===== config.mk =====
export PLATFORM = sky130hd
export DESIGN_NAME = dma_block_loader
export DESIGN_NICKNAME = d
export VERILOG_FILES = /design/src/rtl/dbl_pkg.sv /design/src/rtl/dbl_ctrl.sv /design/src/rtl/dbl_packer.sv /design/src/rtl/dma_block_loader.sv
export SDC_FILE = /design/constraint.sdc
export NUM_CORES = 1
export LEC_CHECK = 0
export BUFFER_PORTS_ARGS = -buffer_cell sky130_fd_sc_hd__clkbuf_2
export CAP_MARGIN = 20
export CORE_ASPECT_RATIO = 0.8
export CORE_MARGIN = 2
export CORE_UTILIZATION = 38
export CTS_CLUSTER_DIAMETER = 60
export CTS_CLUSTER_SIZE = 10
export DETAILED_ROUTE_END_ITERATION = 16
export PLACE_DENSITY = 0.65
export SETUP_SLACK_MARGIN = 0.02
export SYNTH_ARGS = -nofsm -noshare
export SYNTH_HDL_FRONTEND = slang
export SYNTH_SLANG_ARGS = --single-unit

===== constraint.sdc =====
create_clock -name clk -period 9.5 [get_ports clk]
set_input_delay 0.475 -clock clk [delete_from_list [all_inputs] [get_ports clk]]
set_output_delay 0.475 -clock clk [all_outputs]
set_load 0.1 [all_outputs]

===== src/rtl/dbl_pkg.sv =====
package dbl_pkg;
  typedef enum logic [1:0] {
    LD_IDLE = 2'd0,
    LD_FILL = 2'd1,
    LD_HOLD = 2'd2
  } ld_state_t;
endpackage


===== src/rtl/dbl_ctrl.sv =====
module dbl_ctrl
  import dbl_pkg::*;
#(
  parameter int WORDS = 4,
  parameter int CNT_W = $clog2(WORDS + 1)
) (
  input  logic             clk,
  input  logic             rst,
  input  logic             dma_in_en,
  input  logic             phase_start,
  input  logic             dma_ack,
  input  logic             blk_ready,
  output logic             dma_req,
  output logic             blk_valid,
  output logic             wr_en,
  output logic [CNT_W-1:0] wr_idx
);
  localparam logic [CNT_W-1:0] LAST = CNT_W'(WORDS - 1);

  ld_state_t        state;
  logic [CNT_W-1:0] cnt;
  logic             req_q;

  assign wr_en     = req_q && dma_ack;
  assign wr_idx    = cnt;
  assign dma_req   = req_q;
  assign blk_valid = (state == LD_HOLD);

  always_ff @(posedge clk) begin
    if (rst) begin
      state <= LD_IDLE;
      cnt   <= '0;
      req_q <= 1'b0;
    end else begin
      unique case (state)
        LD_IDLE: begin
          req_q <= 1'b0;
          if (phase_start) begin
            state <= LD_FILL;
            cnt   <= '0;
            req_q <= dma_in_en;
          end
        end
        LD_FILL: begin
          if (wr_en) begin
            cnt   <= cnt + CNT_W'(1);
            req_q <= 1'b0;
            if (cnt == LAST) state <= LD_HOLD;
          end else begin
            req_q <= dma_in_en;
          end
        end
        LD_HOLD: begin
          req_q <= 1'b0;
          if (blk_ready) begin
            state <= LD_IDLE;
            cnt   <= '0;
          end
        end
        default: begin
          state <= LD_IDLE;
          req_q <= 1'b0;
        end
      endcase
    end
  end


  req_needs_en_chk: assert property (@(posedge clk) disable iff (rst)
    dma_req |-> $past(dma_in_en));

  req_drop_after_ack_chk: assert property (@(posedge clk) disable iff (rst)
    (dma_req && dma_ack) |=> !dma_req);

  cnt_bound_chk: assert property (@(posedge clk) disable iff (rst)
    cnt <= CNT_W'(WORDS));

  no_req_while_valid_chk: assert property (@(posedge clk) disable iff (rst)
    blk_valid |-> !dma_req);

  valid_hold_chk: assert property (@(posedge clk) disable iff (rst)
    (blk_valid && !blk_ready) |=> blk_valid);

  stray_ack_chk: assert property (@(posedge clk) disable iff (rst)
    (!dma_req && state == LD_FILL) |=> $stable(cnt));
endmodule


===== src/rtl/dbl_packer.sv =====
module dbl_packer #(
  parameter int WORD_W = 32,
  parameter int WORDS  = 4,
  parameter int IDX_W  = $clog2(WORDS + 1),
  parameter int BLK_W  = WORD_W * WORDS
) (
  input  logic              clk,
  input  logic              wr_en,
  input  logic [IDX_W-1:0]  wr_idx,
  input  logic [WORD_W-1:0] wr_data,
  output logic [BLK_W-1:0]  blk_data
);
  for (genvar i = 0; i < WORDS; i++) begin : g_lane
    localparam logic [IDX_W-1:0] LANE = IDX_W'(i);
    localparam int HI = WORD_W * (WORDS - i) - 1;
    logic [WORD_W-1:0] lane_q;

    always_ff @(posedge clk) begin
      if (wr_en && wr_idx == LANE) lane_q <= wr_data;
    end

    assign blk_data[HI -: WORD_W] = lane_q;
  end
endmodule


===== src/rtl/dma_block_loader.sv =====
module dma_block_loader #(
  parameter int WORD_W = 32,
  parameter int WORDS  = 4,
  parameter int BLK_W  = WORD_W * WORDS
) (
  input  logic              clk,
  input  logic              rst,
  input  logic              dma_in_en,
  input  logic              phase_start,
  output logic              dma_req,
  input  logic              dma_ack,
  input  logic [WORD_W-1:0] dma_wdata,
  output logic              blk_valid,
  input  logic              blk_ready,
  output logic [BLK_W-1:0]  blk_data
);
  localparam int CNT_W = $clog2(WORDS + 1);

  logic             wr_en;
  logic [CNT_W-1:0] wr_idx;

  dbl_ctrl #(.WORDS(WORDS), .CNT_W(CNT_W)) u_ctrl (
    .clk         (clk),
    .rst         (rst),
    .dma_in_en   (dma_in_en),
    .phase_start (phase_start),
    .dma_ack     (dma_ack),
    .blk_ready   (blk_ready),
    .dma_req     (dma_req),
    .blk_valid   (blk_valid),
    .wr_en       (wr_en),
    .wr_idx      (wr_idx)
  );

  dbl_packer #(.WORD_W(WORD_W), .WORDS(WORDS), .IDX_W(CNT_W), .BLK_W(BLK_W)) u_pack (
    .clk      (clk),
    .wr_en    (wr_en),
    .wr_idx   (wr_idx),
    .wr_data  (dma_wdata),
    .blk_data (blk_data)
  );


  data_stable_chk: assert property (@(posedge clk) disable iff (rst)
    (blk_valid && !blk_ready) |=> $stable(blk_data));

  reset_clear_chk: assert property (@(posedge clk)
    rst |=> (!dma_req && !blk_valid));
endmodule


==> impl_metrics.tcl, run 1 <==
set metrics [dict create \
    cts_root_buf "clkbuf_16" \
    max_slew_margin 0.445 \
    drtPass1Iterations 4 \
    synth_common_cells "edfxtp_1, dfxtp_1, ha_1, inv_1" \
    die_w_um 121 \
    yosys.area.top_type_share 0.917 \
    outcome "finished, final reports clean" \
    synth-seq-area-share 0.946 \
    die_h_um 97.9 \
    postCtsSetupRepairBufs 0 \
    synth_compound_area_frac 0.0125 \
    via_per_inst 4.41 \
    synth_top_family_by_area "simple AND/OR/NAND/NOR gates" \
    power_leakage_nw 2.30 \
    fin_skew_ns 0.00542 \
    tightestPinTransition_ns 0.832 \
    pwr-share-comb 0.036 \
    finalMaxSlewViolations 0 \
    synth_cell_type_count 20 \
    synthArstFlopShare 0 \
    cap_violations 0 \
    ys_top_cells_by_area "edfxtp_1, dfxtp_1, ha_1" \
    synth_area_mm2 0.00419 \
    synth_edf_count 128 \
    synth_most_common_cell "edfxtp_1" \
    antenna_left 0 \
    fin_ws_ns 7.56 \
    required_ns 9.03 \
    core_area_mm2 0.0108 \
    initialDrtViolationCount 131 \
    area_growth_pct 38.9 \
    path_cells "nor2b_1 -> clkbuf_2" \
    grt_pass1_wl_um 12000 \
    hpwl_um 5460 \
    cts.sinks 134 \
    grt_pass1_vias 2266 \
    rows 34 \
    gp_congestion 0.711 \
    swShare 0.204 \
    synth_cells 165 \
    nNetsFinal 399 \
    slowest_stage "clkbuf_2" \
    clk_path_buf_depth 2 \
    synthFlopType "edfxtp_1" \
    port_buffers 167 \
    crit_path_start_kind "flip-flop" \
    cts_made_buffers 17 \
    drt_wl_total_um 7940 \
    clkPwrFrac 0.465 \
    arrival_ns 1.47 \
    fp.dieArea_mm2 0.0119 \
    wire_per_inst_um 15.5 \
    synth_nets 208 \
    setup_viol 0 \
    grt_max_degree 35 \
    path_class "reg -> out" \
    syn_avg_cell_area_um2 25.4 \
    timing.final.crit_share 0.204 \
    ys_ff_latch 134 \
    clkLatencyLatePin_ns 0.40 \
    synth_top_area_cell "edfxtp_1" \
    synth_fa_ha_area_frac 0.0149 \
    ctsResizeCount 0 \
    synthXorXnorAreaFrac 0 \
    antenna_found_initial 0 \
    layout-drive-gt1-share 0.554 \
    p_sw_mw 0.267 \
    ir_drop_uv 173 \
    htree_num_levels 4 \
    power.internal_mw 1.04 \
    fin_util 0.539 \
    muxShareOfSynthArea 0.00239 \
    cts_tree "yes" \
    path_max_fanout 5 \
    diodes 0 \
    track_usage 0.140 \
    drc 0 \
    endpoint_kind "output pin" \
    finalSetupTns_ns 0 \
    initial_core_util 0.388 \
    route.vias.total 2259 \
    clk_pin_slew_ns 0.05 \
    synth_warnings 0 \
    fmaxAchievable_mhz 515 \
    power_density_mw_per_mm2 225 \
    ctsHoldBuffers 0 \
    max_stage_delay_ns 0.49 \
    place_worst_setup_slack_ns 7.69 \
    ios 168 \
    synth_simple_gate_area_share 0.0179 \
    hold_viol_final 0 \
    p_seq_frac 0.499 \
    hold_class "in -> reg" \
    grt_overflow_total 0 \
    grt_setup_unrepaired "false" \
    post-route-min-period_ns 1.94 \
]
==> critical path, delay by kind of cell, from the launching register on <==
kind	cells	cell delay, ns
buf+inv	1	0.49
flops	1	0.37
simple gates	1	0.21
==> final cells by class <==
| cell class | count | area [um^2] |
|---|---|---|
| clock buffers | 17 | 425 |
| clock inverters | 14 | 136 |
| inverters | 5 | 18.8 |
| well taps | 144 | 180 |
| repair buffers | 173 | 881 |
| fillers | 888 | 4980 |
| flip-flops and latches | 134 | 3960 |
| multi-input cells | 25 | 216 |
==> sequential cells by signal, indices dropped and copies added, names as in the netlist <==
register and count:
u_ctrl.wr_idx 3, u_pack.g_lane.lane_q 128, u_ctrl.dma_req 1, u_ctrl.state 2
==> per-layer routing <==
| layer | vias to the layer above | global-route usage | wire length [um] |
|---|---|---|---|
| met3 | 11 | 0.0596 | 586 |
| met2 | 101 | 0.213 | 3830 |
| li1 | 1048 | - | - |
| met5 | - | 0 | 0 |
| met4 | 0 | 0.0619 | 99 |
| met1 | 1099 | 0.174 | 3430 |
==> power groups by stage <==
stage	combinational, mW	clock, mW	sequential [mW]
after floorplan	0.00411	0	0.691
after global placement	0.0466	0	0.666
after detailed placement	0.0475	0	0.666
after CTS	0.0475	0.620	0.654
after global routing	0.0501	0.646	0.654
final	0.0471	0.609	0.654
==> through the flow <==
stage               hold WS (ns)  std cells  power [mW]  cell area [um^2]
finish                     0.289        512        1.31              5820
global placement           0.516        481       0.712              5260
floorplan                  0.499        165       0.695              4190
detailed placement         0.560        481       0.713              5260
CTS                        0.276        512        1.32              5820
global route               0.276        512        1.35              5820
==> worst paths after layout <==
kind | startpoint | end | slack [ns] | cells past startpoint
min reg2reg | u_ctrl.state[0] | u_ctrl.state[0] | 0.57 | 1
max | u_ctrl.state[1] | blk_valid | 7.56 | 2
min | dma_in_en | u_ctrl.dma_req | 0.29 | 3
max reg2reg | u_ctrl.wr_idx[0] | u_pack.g_lane[3].lane_q[7] | 7.72 | 3
==> logic make-up after synthesis <==
family                     count (synthesis)
and+or+nand+nor                           12
DFF                                      134
AOI/OAI and AO/OA                          7
buffers and inverters                      6
muxes                                      1
adders and majority gates                  5
==> layout by cell type (no fill, tap or decap), drive strengths merged <==
| cell type | netlist | routed |
|---|---|---|
| dfxtp | 6 | 6 |
| nand2 | 1 | 1 |
| bufinv | 0 | 2 |
| o22ai | 2 | 2 |
| a21oi | 1 | 1 |
| nor2b | 1 | 1 |
| clkbuf | 0 | 184 |
| and3b | 1 | 1 |
| clkinvlp | 0 | 1 |
| buf | 1 | 6 |
| ha | 5 | 5 |
| a32o | 1 | 1 |
| and4b | 1 | 1 |
| inv | 5 | 6 |
| o21ai | 1 | 1 |
| a311oi | 1 | 1 |
| nand4 | 1 | 1 |
| nor3b | 3 | 3 |
| clkinv | 0 | 10 |
| and3 | 1 | 1 |
| nor2 | 3 | 3 |
| mux2i | 1 | 1 |
| edfxtp | 128 | 128 |
| a2111o | 1 | 1 |
(Power assumes the default switching activity.)
==> run 2, diff against run 1 <==
--- a/config.mk
+++ b/config.mk
@@ -5,6 +5,7 @@
 export SDC_FILE = /design/constraint.sdc
 export NUM_CORES = 1
 export LEC_CHECK = 0
+export ABC_AREA = 1
 export BUFFER_PORTS_ARGS = -buffer_cell sky130_fd_sc_hd__clkbuf_2
 export CAP_MARGIN = 20
 export CORE_ASPECT_RATIO = 0.8
@@ -13,7 +14,7 @@
 export CTS_CLUSTER_DIAMETER = 60
 export CTS_CLUSTER_SIZE = 10
 export DETAILED_ROUTE_END_ITERATION = 16
-export PLACE_DENSITY = 0.65
+export PLACE_DENSITY = 0.68
 export SETUP_SLACK_MARGIN = 0.02
 export SYNTH_ARGS = -nofsm -noshare
 export SYNTH_HDL_FRONTEND = slang
==> constraint.sdc (replaced) <==
create_clock -name clk -period 1.7 [get_ports clk]
set_input_delay 0.085 -clock clk [delete_from_list [all_inputs] [get_ports clk]]
set_output_delay 0.085 -clock clk [all_outputs]
set_load 0.1 [all_outputs]
==> impl_metrics.tcl, run 2 <==
set metrics [dict create \
    outcome "finished, final reports clean" \
    hold_class "in -> reg" \
    grt_setup_unrepaired "false" \
    holdWs_ns 0.0859 \
    arrival_ns 1.51 \
    required_ns 1.62 \
    layout-drive-gt1-share 0.500 \
    synthArstFlopShare 0 \
    nNetsFinal 464 \
    layout.cells.most_common "clkbuf_2" \
    area_growth_pct 49.9 \
    multiInputGateArea_um2 279 \
    synth_top_area_cell "edfxtp_1" \
    via_per_inst 4.38 \
    cts_made_buffers 17 \
    cts_tree "yes" \
    drc 0 \
    ir_drop_uv 802 \
    dp.cells 511 \
    grt_overflow_total 0 \
    met3_usage 0.0567 \
    fin_cells 578 \
    mostFrequentLayoutCells "clkbuf_2, edfxtp_1, dlygate4sd3_1" \
    power_leakage_nw 2.56 \
    cap_violations 0 \
    setup_viol 0 \
    max_flop_register "u_pack.g_lane.lane_q" \
    synth-seq-area-share 0.933 \
    path_class "reg -> out" \
    ios 168 \
    fillers 846 \
    port_buffers 167 \
    initialDrtViolationCount 154 \
    htree_num_levels 4 \
    seq_area_mm2 0.00397 \
    hpwl_um 6060 \
    max_slew_margin 0.631 \
    synth_most_common_cell "edfxtp_1" \
    initial_core_util 0.390 \
    path_max_fanout 5 \
    synth_edf_count 128 \
    finalSetupTns_ns 0 \
    gp_congestion 0.778 \
    antenna_found_initial 0 \
    synth_area_mm2 0.00425 \
    grt-busiest-layer "met2" \
    crit_path_start_kind "flip-flop" \
    endpoint_kind "output pin" \
    die_w_um 122 \
    timing.final.crit_share 0.936 \
    largest_reg_flops 128 \
    postCtsSetupRepairBufs 0 \
    finalMaxSlewViolations 0 \
    clk_path_buf_depth 2 \
    fin_skew_ns 0.00842 \
    clkLatencyLatePin_ns 0.40 \
    fmaxAchievable_mhz 628 \
    post-route-min-period_ns 1.59 \
    rows 34 \
    synth_cells 192 \
    use_met2 0.242 \
    ctsHoldBuffers 35 \
    cts_root_buf "clkbuf_16" \
    tightestPinTransition_ns 0.556 \
    yosys.area.top_type_share 0.905 \
    grt_max_degree 21 \
    synth_cell_type_count 12 \
    fp.dieArea_mm2 0.0120 \
    cts.sinks 134 \
    syn_avg_cell_area_um2 22.1 \
    die_h_um 98.6 \
    grt_pass1_vias 2443 \
    ctsResizeCount 0 \
    grt_pass1_wl_um 13300 \
    drt_wl_total_um 9360 \
    core_area_mm2 0.0109 \
    wire_per_inst_um 16.2 \
    hold_viol_final 0 \
    p_total_mw 7.83 \
    route.vias.total 2532 \
    synthFlopType "edfxtp_1" \
    ys_ff_latch 134 \
    synth_warnings 0 \
    diodes 0 \
    track_usage 0.155 \
    met1_usage 0.200 \
    clk_pin_slew_ns 0.06 \
    ys_top_cells_by_area "edfxtp_1, dfxtp_1, ha_1" \
    synth_common_cells "edfxtp_1, nand2_1, inv_1, nor2_1" \
    power_density_mw_per_mm2 1230 \
    antenna_left 0 \
    synth_nets 235 \
    drtPass1Iterations 4 \
]
run 2: changes by cell type after synthesis, moves of 3 or more:
cell / delta
nand2_1: +14
nor2_1: +9
inv_1: +7
nand3_1: +6
nor2_2: +3
nor3b_1: -3
run 2: kinds of logic (layout without fill, tap and decap cells):
logic type / Yosys count / after routing / synth area share
DFF: 134 / 134 / 0.933
and+or+nand+nor: 37 / 37 / 0.0365
adders and majority gates: 5 / 5 / 0.0147
AOI/OAI and AO/OA: 4 / 4 / 0.00501
buffers and inverters: 12 / 254 / 0.0106
run 2: final cells by class:
| cell class | instances | area share |
|---|---|---|
| Inverter | 12 | 0.00708 |
| Sequential cell | 134 | 0.623 |
| Clock buffer | 17 | 0.0668 |
| Tap cell | 144 | 0.0283 |
| Clock inverter | 15 | 0.0291 |
| Multi-Input combinational cell | 46 | 0.0438 |
| Timing Repair Buffer | 210 | 0.202 |
run 2: power breakdown:
part           internal, mW  switching, mW  leakage (nW)
logic                 0.130          0.330          1.07
registers              3.66         0.0185          1.20
clock network          2.23           1.47         0.290
run 2: worst max-delay path, cell delays in order, from the launching register on:
cell	delay, ns
dfxtp_1	0.43
inv_1	0.11
nor2_2	0.10
clkbuf_2	0.46
run 2: layer usage:
layer	wire length, um	part of all wire	vias to the layer above
li1	-	-	1187
met1	4080	0.44	1205
met2	4400	0.47	133
met3	828	0.088	7
met4	58	0.0062	0
met5	0	0	-
run 2: worst paths after layout:
path / startpoint / endpoint / slack (ns) / depth (start not counted)
min: dma_ack / u_ctrl.dma_req / 0.09 / 4
min reg2reg: u_ctrl.wr_idx[0] / u_ctrl.wr_idx[0] / 0.54 / 2
max: u_ctrl.state[1] / blk_valid / 0.11 / 3
max reg2reg: u_ctrl.wr_idx[0] / u_pack.g_lane[0].lane_q[15] / 0.26 / 5
run 2: metrics by stage:
step,util,worst slack (ns),cell area [um^2]
global placement,0.496,0.281,5410
global route,0.585,0.0265,6370
floorplan,-,0.0764,4290
CTS,0.585,0.0899,6370
detailed placement,0.496,0.243,5410
finish,0.585,0.109,6370
